==> src/rtl/step_proc_pkg.sv <==
package step_proc_pkg;

  typedef enum logic [1:0] {
    PH_TAKE_A  = 2'd0,
    PH_TAKE_B  = 2'd1,
    PH_TAKE_OP = 2'd2,
    PH_EXEC    = 2'd3
  } phase_e;

  typedef struct packed {
    logic takeA;
    logic takeB;
    logic takeOp;
    logic exec;
  } strobe_t;

  // opcode field positions (decoded by the datapath)
  localparam int OP_ALU_LO  = 0;
  localparam int OP_ALU_W   = 3;
  localparam int OP_CSEL    = 3;
  localparam int OP_SH_LO   = 4;
  localparam int OP_SH_W    = 3;
  localparam int OP_ASRC    = 7;
  localparam int OP_MIN_W   = 8;

  localparam logic [2:0] ALU_ZERO = 3'b000;
  localparam logic [2:0] ALU_BMA  = 3'b001;
  localparam logic [2:0] ALU_AMB  = 3'b010;
  localparam logic [2:0] ALU_ADD  = 3'b011;
  localparam logic [2:0] ALU_XOR  = 3'b100;
  localparam logic [2:0] ALU_OR   = 3'b101;
  localparam logic [2:0] ALU_AND  = 3'b110;
  localparam logic [2:0] ALU_ONES = 3'b111;

  localparam logic [2:0] SH_PASS  = 3'b000;
  localparam logic [2:0] SH_SL0   = 3'b001;
  localparam logic [2:0] SH_SLC   = 3'b010;
  localparam logic [2:0] SH_LSR   = 3'b011;
  localparam logic [2:0] SH_ASR   = 3'b100;
  localparam logic [2:0] SH_SRC   = 3'b101;

endpackage

==> src/rtl/step_proc_alu.sv <==
module step_proc_alu
  import step_proc_pkg::*;
#(
  parameter int DATA_W = 8
) (
  input  logic [DATA_W-1:0] opA,
  input  logic [DATA_W-1:0] opB,
  input  logic [2:0]        fn,
  input  logic              carryIn,
  output logic [DATA_W-1:0] aluVal,
  output logic              aluCarry
);

  localparam int SUM_W = DATA_W + 1;

  logic [SUM_W-1:0] sumAdd;
  logic [SUM_W-1:0] sumAmB;
  logic [SUM_W-1:0] sumBmA;
  logic [SUM_W-1:0] cinExt;

  always_comb begin
    cinExt = {{DATA_W{1'b0}}, carryIn};
    sumAdd = {1'b0, opA} + {1'b0, opB} + cinExt;
    sumAmB = {1'b0, opA} + {1'b0, ~opB} + cinExt;
    sumBmA = {1'b0, opB} + {1'b0, ~opA} + cinExt;
  end

  always_comb begin
    aluCarry = 1'b0;
    aluVal   = '0;
    unique case (fn)
      ALU_ZERO: aluVal = '0;
      ALU_BMA:  {aluCarry, aluVal} = sumBmA;
      ALU_AMB:  {aluCarry, aluVal} = sumAmB;
      ALU_ADD:  {aluCarry, aluVal} = sumAdd;
      ALU_XOR:  aluVal = opA ^ opB;
      ALU_OR:   aluVal = opA | opB;
      ALU_AND:  aluVal = opA & opB;
      ALU_ONES: aluVal = '1;
      default:  aluVal = '0;
    endcase
  end

endmodule

==> src/rtl/step_proc_shifter.sv <==
module step_proc_shifter
  import step_proc_pkg::*;
#(
  parameter int DATA_W = 8
) (
  input  logic [DATA_W-1:0] shIn,
  input  logic              fillCarry,
  input  logic [2:0]        fn,
  output logic [DATA_W-1:0] shOut,
  output logic              carryOutBit
);

  localparam int MSB = DATA_W - 1;

  always_comb begin
    shOut       = shIn;
    carryOutBit = fillCarry;
    unique case (fn)
      SH_SL0: begin
        shOut       = {shIn[MSB-1:0], 1'b0};
        carryOutBit = shIn[MSB];
      end
      SH_SLC: begin
        shOut       = {shIn[MSB-1:0], fillCarry};
        carryOutBit = shIn[MSB];
      end
      SH_LSR: begin
        shOut       = {1'b0, shIn[MSB:1]};
        carryOutBit = shIn[0];
      end
      SH_ASR: begin
        shOut       = {shIn[MSB], shIn[MSB:1]};
        carryOutBit = shIn[0];
      end
      SH_SRC: begin
        shOut       = {fillCarry, shIn[MSB:1]};
        carryOutBit = shIn[0];
      end
      default: begin
        shOut       = shIn;
        carryOutBit = fillCarry;
      end
    endcase
  end

endmodule

==> src/rtl/step_proc_ctrl.sv <==
module step_proc_ctrl
  import step_proc_pkg::*;
(
  input  logic    clk,
  input  logic    rst,
  input  logic    stepPulse,
  output phase_e  phase,
  output strobe_t strobes
);

  always_ff @(posedge clk) begin
    if (rst) begin
      phase <= PH_TAKE_A;
    end else if (stepPulse) begin
      phase <= phase_e'(phase + 2'd1);
    end
  end

  always_comb begin
    strobes        = '0;
    strobes.takeA  = stepPulse && !rst && (phase == PH_TAKE_A);
    strobes.takeB  = stepPulse && !rst && (phase == PH_TAKE_B);
    strobes.takeOp = stepPulse && !rst && (phase == PH_TAKE_OP);
    strobes.exec   = stepPulse && !rst && (phase == PH_EXEC);
  end

endmodule

==> src/rtl/step_proc_datapath.sv <==
module step_proc_datapath
  import step_proc_pkg::*;
#(
  parameter int DATA_W = 8
) (
  input  logic              clk,
  input  logic              rst,
  input  strobe_t           strobes,
  input  logic [DATA_W-1:0] busIn,
  output logic [DATA_W-1:0] resultQ,
  output logic              carryQ
);

  logic [DATA_W-1:0] regA;
  logic [DATA_W-1:0] regB;
  logic [DATA_W-1:0] regOp;
  logic [DATA_W-1:0] aSource;
  logic [DATA_W-1:0] aluVal;
  logic              aluCarry;
  logic              aluCin;
  logic [DATA_W-1:0] shVal;
  logic              shCarry;

  // A source picked by the opcode already held
  assign aSource = regOp[OP_ASRC] ? resultQ : busIn;
  assign aluCin  = regOp[OP_CSEL] ? 1'b1 : carryQ;

  always_ff @(posedge clk) begin
    if (rst) begin
      regA    <= '0;
      regB    <= '0;
      regOp   <= '0;
      resultQ <= '0;
      carryQ  <= 1'b0;
    end else begin
      if (strobes.takeA)  regA  <= aSource;
      if (strobes.takeB)  regB  <= busIn;
      if (strobes.takeOp) regOp <= busIn;
      if (strobes.exec) begin
        resultQ <= shVal;
        carryQ  <= shCarry;
      end
    end
  end

  step_proc_alu #(.DATA_W(DATA_W)) u_alu (
    .opA      (regA),
    .opB      (regB),
    .fn       (regOp[OP_ALU_LO +: OP_ALU_W]),
    .carryIn  (aluCin),
    .aluVal   (aluVal),
    .aluCarry (aluCarry)
  );

  step_proc_shifter #(.DATA_W(DATA_W)) u_shift (
    .shIn        (aluVal),
    .fillCarry   (aluCarry),
    .fn          (regOp[OP_SH_LO +: OP_SH_W]),
    .shOut       (shVal),
    .carryOutBit (shCarry)
  );

endmodule

==> src/rtl/manual_step_proc.sv <==
module manual_step_proc
  import step_proc_pkg::*;
#(
  parameter int DATA_W = 8
) (
  input  logic              clk,
  input  logic              rst,
  input  logic              stepPulse,
  input  logic [DATA_W-1:0] busIn,
  output logic [DATA_W-1:0] resultOut,
  output logic              carryOut,
  output logic [1:0]        phaseOut
);

  phase_e  phase;
  strobe_t strobes;

  step_proc_ctrl u_ctrl (
    .clk       (clk),
    .rst       (rst),
    .stepPulse (stepPulse),
    .phase     (phase),
    .strobes   (strobes)
  );

  step_proc_datapath #(.DATA_W(DATA_W)) u_dp (
    .clk     (clk),
    .rst     (rst),
    .strobes (strobes),
    .busIn   (busIn),
    .resultQ (resultOut),
    .carryQ  (carryOut)
  );

  assign phaseOut = phase;

endmodule

==> config.mk <==
export PLATFORM = sky130hd
export DESIGN_NAME = manual_step_proc
export DESIGN_NICKNAME = d
export VERILOG_FILES = /design/src/rtl/step_proc_pkg.sv /design/src/rtl/step_proc_alu.sv /design/src/rtl/step_proc_shifter.sv /design/src/rtl/step_proc_ctrl.sv /design/src/rtl/step_proc_datapath.sv /design/src/rtl/manual_step_proc.sv
export SDC_FILE = /design/constraint.sdc
export NUM_CORES = 1
export LEC_CHECK = 0
export ABC_AREA = 0
export BUFFER_PORTS_ARGS = -buffer_cell sky130_fd_sc_hd__buf_4
export CAP_MARGIN = 20
export CORE_MARGIN = 2
export CORE_UTILIZATION = 58
export DETAILED_ROUTE_END_ITERATION = 12
export PLACE_DENSITY = 0.74
export SYNTH_ARGS = -nofsm -noshare
export SYNTH_HDL_FRONTEND = slang
export SYNTH_SLANG_ARGS = --single-unit
==> constraint.sdc <==
create_clock -name clk -period 4.2 [get_ports clk]
set_input_delay 0.21 -clock clk [delete_from_list [all_inputs] [get_ports clk]]
set_output_delay 0.21 -clock clk [all_outputs]
set_load 0.05 [all_outputs]
==> results.sh, run 1 <==
export IMPL_max_cap_violations=0
export IMPL_final_common_cell="nand2_1"
export IMPL_setup_ws_ns=1.05
export IMPL_ff_latch_area_um2=701
export IMPL_hold_end="u_dp.regOp[7]"
export IMPL_htreeDepth=2
export IMPL_wl_mm=9.23
export IMPL_die_width_um=80.0
export IMPL_synth_top_family_by_area="compound AO/OA/AOI/OAI gates"
export IMPL_tightestPinTransition_ns=0.798
export IMPL_worstSetupEndpointType="flop"
export IMPL_slew_headroom=0.467
export IMPL_reg2reg_from="u_dp.carryQ"
export IMPL_max_stage_delay_ns=0.46
export IMPL_max_freq_ghz=0.317
export IMPL_drt_iter0_markers=232
export IMPL_io_buffer_count=21
export IMPL_critical_path_top_delay_family="compound AO/OA/AOI/OAI gates"
export IMPL_dr_pass1_iters=6
export IMPL_outcome="finished, final reports clean"
export IMPL_clock_latency_ns=0.28
export IMPL_period_share=0.750
export IMPL_powerDensity_nw_per_um2=256
export IMPL_ys_warn_count=0
export IMPL_holdCritStartpoint="busIn[7]"
export IMPL_final_cell_mix="nand2_1 (46), a21oi_1 (39), dfxtp_1 (35)"
export IMPL_min_path_cells=3
export IMPL_cts_hold_buf=0
export IMPL_irDropWorstVdd_uv=185
export IMPL_post_cts_buffers=0
export IMPL_antenna_cells=0
export IMPL_start_util=0.605
export IMPL_post_route_min_period_ns=3.15
export IMPL_io_pin_count=22
export IMPL_die_y_um=80.0
export IMPL_grtUsageTotal=0.301
export IMPL_crit_required_ns=4.37
export IMPL_r2r_setup_slack_ns=1.05
export IMPL_vias=3227
export IMPL_synth_xor_area_share=0.0104
export IMPL_fillers=514
export IMPL_drtAntennaViolNets=0
export IMPL_yosys_area_top_type="dfxtp_1"
export IMPL_utilization=0.644
export IMPL_drc_errors=0
export IMPL_synth_edff_count=0
export IMPL_dpl_instance_area_um2=3480
export IMPL_reg2regPathDepth=12
export IMPL_setup_viol=0
export IMPL_synth_main_ff_cell="dfxtp_1"
export IMPL_worstPathArrival_ns=3.32
export IMPL_ys_types=67
export IMPL_clockRootBuffer="clkbuf_8"
export IMPL_die_area_um2=6410
export IMPL_clkSinkCount=35
export IMPL_grt_pass1_vias=2929
export IMPL_grt_pass1_wl_mm=15.0
export IMPL_multi_input_area_um2=2400
export IMPL_antenna_found_initial=0
export IMPL_grt_max_degree=31
export IMPL_finClkSkew_ns=0.00214
export IMPL_netlist_area_um2=3350
export IMPL_nNetsFinal=482
export IMPL_via_per_inst=6.42
export IMPL_drive_above_1_share=0.121
export IMPL_crit_chain="or2_2 -> inv_1 -> fa_1 -> inv_1 -> fa_1 -> nand2b_1 -> a2111oi_2 -> a211oi_1 -> mux2i_1 -> nand3_1 -> a221oi_1 -> a21oi_1"
export IMPL_holdWs_ns=0.206
export IMPL_rows=27
export IMPL_ys_top_cells_by_area="dfxtp_1 (21%), ha_1 (13%), a21oi_1 (5.8%)"
export IMPL_postSynthAreaPerCell_um2=7.82
export IMPL_wl_per_cell_um=18.4
export IMPL_clock_path_buffers=2
export IMPL_fin_tns_setup_ns=0
export IMPL_final_cell_area_um2=3570
export IMPL_gp_congestion=0.987
export IMPL_path_clk_slew_ns=0.07
export IMPL_hpwl_mm=6.82
export IMPL_worstSetupStartpointType="flop"
export IMPL_reg2reg_to="u_dp.resultQ[6]"
export IMPL_overflow=0
export IMPL_hp_class="in2reg"
export IMPL_yosysSeqAreaShare=0.209
export IMPL_critical_path_peak_fanout=3
export IMPL_synth_top_area_frac=0.209
export IMPL_rsz0062_at_grt="no"
export IMPL_cp_buffers_inverters=2
export IMPL_drv_slew=0
export IMPL_place_ws_ns=1.13
export IMPL_core_um2=5540
export IMPL_async_flop_share=0
export IMPL_path_class="reg2reg"
export IMPL_synthCells=429
export IMPL_cts_tree="yes"
export IMPL_ys_seq_elements=35
export IMPL_crit_slowest_cell="fa_1"
export IMPL_final_hold_viol_count=0
export IMPL_synthAdderAreaFrac=0.166
export IMPL_cts_buffers=5
export IMPL_yosys_area_share_simple=0.203
export IMPL_cts_resized=0
export IMPL_syn_to_final_growth_pct=6.46
export IMPL_synthMuxAreaShare=0.0560
export IMPL_syn_nets=480
export IMPL_leakage_uw=0.00144
export IMPL_synth_compound_area_frac=0.280
-- power breakdown --
group          switching [uW]  internal [uW]  total [uW]
Combinational             182            115         298
Sequential               24.5            347         371
Clock                     116            129         245
Total                     323            591         914
-- sequential cells by signal, indices dropped and copies added, names as in the netlist --
signal        flops
u_ctrl.phase      2
u_dp.regA         8
u_dp.resultQ      8
u_dp.regOp        8
u_dp.regB         8
u_dp.carryQ       1
-- cells by family (layout without fill, tap and decap cells) --
family | count (synthesis) | count (layout)
simple gates | 138 | 138
mux | 18 | 18
compound gates | 133 | 133
xor+xnor | 4 | 4
flops | 35 | 35
fa+ha+maj | 41 | 41
buf+inv | 60 | 62
-- cell type report --
cell class | count | share of cell area
sequential | 35 | 0.196
clock buffer | 6 | 0.0231
timing repair buffer | 23 | 0.0484
multi-input combinational | 334 | 0.672
tap | 72 | 0.0252
clock inverter | 1 | 0.00140
inverter | 32 | 0.0336
-- cells in the mapped netlist, types with 3 or more instances --
| cell | instances |
|---|---|
| a22oi_1 | 3 |
| mux2i_1 | 12 |
| nor3_1 | 4 |
| ha_1 | 34 |
| inv_1 | 32 |
| a21oi_1 | 39 |
| a211oi_1 | 13 |
| and3_1 | 5 |
| fa_1 | 6 |
| mux2_2 | 6 |
| or3_1 | 3 |
| nor3b_1 | 3 |
| o2111ai_1 | 4 |
| nor2_1 | 24 |
| dfxtp_1 | 35 |
| nand2_1 | 46 |
| o211ai_1 | 9 |
| buf_2 | 5 |
| clkbuf_1 | 17 |
| a221oi_1 | 4 |
| o21ai_1 | 3 |
| a31oi_1 | 9 |
| o21ai_0 | 13 |
| xnor2_1 | 3 |
| nand2b_1 | 8 |
| nor2b_1 | 5 |
| o31ai_1 | 6 |
| nand3_1 | 23 |
| and2_1 | 4 |
-- worst register-to-register path, stage by stage, from the launching register on --
cell and delay [ns]:
dfxtp_1 0.32, or2_2 0.34, inv_1 0.15, fa_1 0.24, inv_1 0.07, fa_1 0.46, nand2b_1 0.15, a2111oi_2 0.08
a211oi_1 0.31, mux2i_1 0.31, nand3_1 0.21, a221oi_1 0.30, a21oi_1 0.10
-- per-layer routing --
layer,up-vias,track usage,routed length [um]
li1,1539,-,-
met1,1511,0.427,4270
met5,-,0,0
met4,0,0.0983,166
met2,157,0.469,4160
met3,20,0.0407,639
-- per-stage QoR --
stage / instances / power [uW]
after global routing: 503 / 964
after detailed placement: 496 / 668
final: 503 / 914
after floorplan: 429 / 598
after CTS: 503 / 910
after global placement: 496 / 662
-- worst max path at each step --
stage / slack (ns) / endpoint / cells past startpoint / startpoint
floorplan: 1.11 / u_dp.carryQ / 10 / u_dp.carryQ
global placement: 1.20 / u_dp.carryQ / 10 / u_dp.carryQ
detailed placement: 1.13 / u_dp.carryQ / 12 / u_dp.carryQ
CTS: 1.11 / u_dp.resultQ[6] / 12 / u_dp.carryQ
global route: 0.83 / u_dp.resultQ[6] / 12 / u_dp.carryQ
finish: 1.05 / u_dp.resultQ[6] / 12 / u_dp.carryQ
Note: power is estimated with default switching activity, not from simulation.
==> run 2: changes to the inputs <==
Settings changed: ABC_AREA 0 to 1.
Clock period 4.2 ns to 3.2 ns, I/O delays scaled along.
==> results.sh, run 2 <==
export IMPL_outcome="finished, final reports clean"
export IMPL_critical_path_peak_fanout=4
export IMPL_wl_mm=8.60
export IMPL_setup_viol=0
export IMPL_via_per_inst=5.57
export IMPL_overflow=0
export IMPL_drtAntennaViolNets=0
export IMPL_io_buffer_count=21
export IMPL_ys_seq_elements=35
export IMPL_cts_tree="yes"
export IMPL_max_stage_delay_ns=0.49
export IMPL_die_y_um=78.3
export IMPL_rsz0062_at_grt="no"
export IMPL_reg2reg_from="u_dp.carryQ"
export IMPL_io_pin_count=22
export IMPL_core_um2=5410
export IMPL_crit_required_ns=3.39
export IMPL_postSynthAreaPerCell_um2=6.34
export IMPL_dr_pass1_iters=4
export IMPL_netlist_area_um2=3200
export IMPL_clockRootBuffer="clkbuf_8"
export IMPL_crit_chain="nor2_1 -> inv_1 -> fa_1 -> fa_1 -> nand2_1 -> nand3_1 -> nand2_1 -> nand2_1 -> nand3_1 -> nand4_1 -> a21oi_1 -> nand3_1 -> nand2_1 -> inv_1"
export IMPL_drc_errors=0
export IMPL_place_ws_ns=0.424
export IMPL_path_clk_slew_ns=0.07
export IMPL_nNetsFinal=572
export IMPL_ys_types=35
export IMPL_ys_top_cells_by_area="dfxtp_1 (22%), nand2_1 (16%), ha_1 (13%)"
export IMPL_cts_resized=0
export IMPL_syn_nets=556
export IMPL_clock_path_buffers=2
export IMPL_final_cell_mix="nand2_1 (135), inv_1 (76), nand3_1 (50)"
export IMPL_finClkSkew_ns=0.00293
export IMPL_max_cap_violations=0
export IMPL_drive_above_1_share=0.0843
export IMPL_ys_top_cells_by_count="nand2_1 (135), inv_1 (76), nand3_1 (50), o21ai_0 (36)"
export IMPL_antenna_cells=0
export IMPL_grtUsageTotal=0.294
export IMPL_die_width_um=78.3
export IMPL_start_util=0.593
export IMPL_rows=27
export IMPL_worstSetupEndpointType="flop"
export IMPL_htreeDepth=2
export IMPL_crit_slowest_cell="fa_1"
export IMPL_final_cells=594
export IMPL_worstPathArrival_ns=3.01
export IMPL_leakage_uw=0.00165
export IMPL_ys_warn_count=0
export IMPL_max_freq_ghz=0.354
export IMPL_cp_buffers_inverters=2
export IMPL_setup_ws_ns=0.375
export IMPL_period_share=0.883
export IMPL_die_area_um2=6130
export IMPL_utilization=0.645
export IMPL_grt_max_degree=23
export IMPL_drt_iter0_markers=284
export IMPL_wl_per_cell_um=14.5
export IMPL_synth_top_area_frac=0.219
export IMPL_vias=3307
export IMPL_post_cts_buffers=0
export IMPL_syn_to_final_growth_pct=8.87
export IMPL_post_route_min_period_ns=2.82
export IMPL_drv_slew=0
export IMPL_synth_edff_count=0
export IMPL_cts_buffers=5
export IMPL_async_flop_share=0
export IMPL_clock_latency_ns=0.29
export IMPL_synth_main_ff_cell="dfxtp_1"
export IMPL_final_common_cell="nand2_1"
export IMPL_worstSetupStartpointType="flop"
export IMPL_clkSinkCount=35
export IMPL_path_class="reg2reg"
export IMPL_slew_headroom=0.459
export IMPL_dpl_cell_count=586
export IMPL_gp_congestion=0.949
export IMPL_antenna_found_initial=0
export IMPL_tightestPinTransition_ns=0.807
export IMPL_yosysMostFrequentCell="nand2_1"
export IMPL_cts_hold_buf=0
export IMPL_hpwl_mm=6.74
export IMPL_holdCritStartpoint="busIn[6]"
export IMPL_critical_path_top_delay_family="simple AND/OR/NAND/NOR gates"
export IMPL_hp_class="in2reg"
export IMPL_final_hold_viol_count=0
export IMPL_fin_tns_setup_ns=0
export IMPL_grt_pass1_wl_mm=14.3
export IMPL_yosys_area_top_type="dfxtp_1"
export IMPL_cp_common_cell="nand2_1"
export IMPL_powerDensity_nw_per_um2=343
export IMPL_crit_start="u_dp.carryQ"
export IMPL_grt_pass1_vias=2926
export IMPL_synthCells=505
export IMPL_irDropWorstVdd_uv=262
export IMPL_yosysSeqAreaShare=0.219
==> run 2: cell types whose count changed after synthesis, moves of 7 or more <==
cell / delta
nand2_1: +89
inv_1: +44
nand3_1: +27
o21ai_0: +23
a211oi_1: -12
mux2i_1: -12
clkbuf_1: -11
nor2_1: +11
nand4_1: +9
a31oi_1: -8
nand2b_1: -8
o211ai_1: -8
o31ai_1: +8
a21oi_1: -7
==> run 2: worst reg2reg max path, stage by stage (launching register included) <==
cell     delay [ns]
dfxtp_1        0.33
nor2_1         0.31
inv_1          0.11
fa_1           0.49
fa_1           0.46
nand2_1        0.09
nand3_1        0.14
nand2_1        0.10
nand2_1        0.06
nand3_1        0.07
nand4_1        0.19
a21oi_1        0.17
nand3_1        0.10
nand2_1        0.07
inv_1          0.04
==> run 2: per-layer routing <==
| metal | routed length, um | vias up | track usage |
|---|---|---|---|
| met5 | 0 | - | 0 |
| met4 | 155 | 0 | 0.104 |
| met3 | 550 | 18 | 0.0379 |
| met2 | 3870 | 118 | 0.457 |
| met1 | 4020 | 1506 | 0.421 |
| li1 | - | 1665 | - |
==> run 2: area by class of cell <==
| type | count | area (um^2) |
|---|---|---|
| tap | 72 | 90.1 |
| timing repair buffer | 23 | 173 |
| clock buffer | 8 | 100 |
| fill | 512 | 1920 |
| inverter | 80 | 300 |
| multi-input combinational | 376 | 2120 |
| sequential | 35 | 701 |
==> run 2: report_power, final <==
| part | switching [uW] | internal, uW | leakage, uW | total [uW] |
|---|---|---|---|---|
| Sequential | 19.5 | 456 | 0.000285 | 475 |
| Clock | 161 | 197 | 0.0000515 | 357 |
| Combinational | 244 | 118 | 0.00132 | 362 |
| Total | 424 | 770 | 0.00165 | 1190 |
==> run 2: kinds of logic after synthesis <==
family / count (synthesis) / share of synthesized area
AO/OA/AOI/OAI: 96 / 0.171
flip-flops: 35 / 0.219
adder cells (fa/ha/maj): 40 / 0.170
AND/OR/NAND/NOR: 240 / 0.321
buffers and inverters: 94 / 0.118
==> run 2: per-stage QoR <==
stage / instance area (um^2) / hold slack [ns] / total power (uW)
after floorplan: 3200 / 0.273 / 753
after global placement: 3390 / 0.384 / 834
after detailed placement: 3390 / 0.386 / 840
after CTS: 3490 / 0.0860 / 1200
after global routing: 3490 / 0.112 / 1260
final: 3490 / 0.0949 / 1190
==> run 2: worst paths after layout <==
path / endpoint / slack, ns / cells past startpoint
worst max-delay path: u_dp.resultQ[5] / 0.38 / 14
worst min register to register: u_dp.regOp[3] / 0.50 / 2
worst min-delay path: u_dp.regB[6] / 0.09 / 3
worst max register to register: u_dp.resultQ[5] / 0.38 / 14
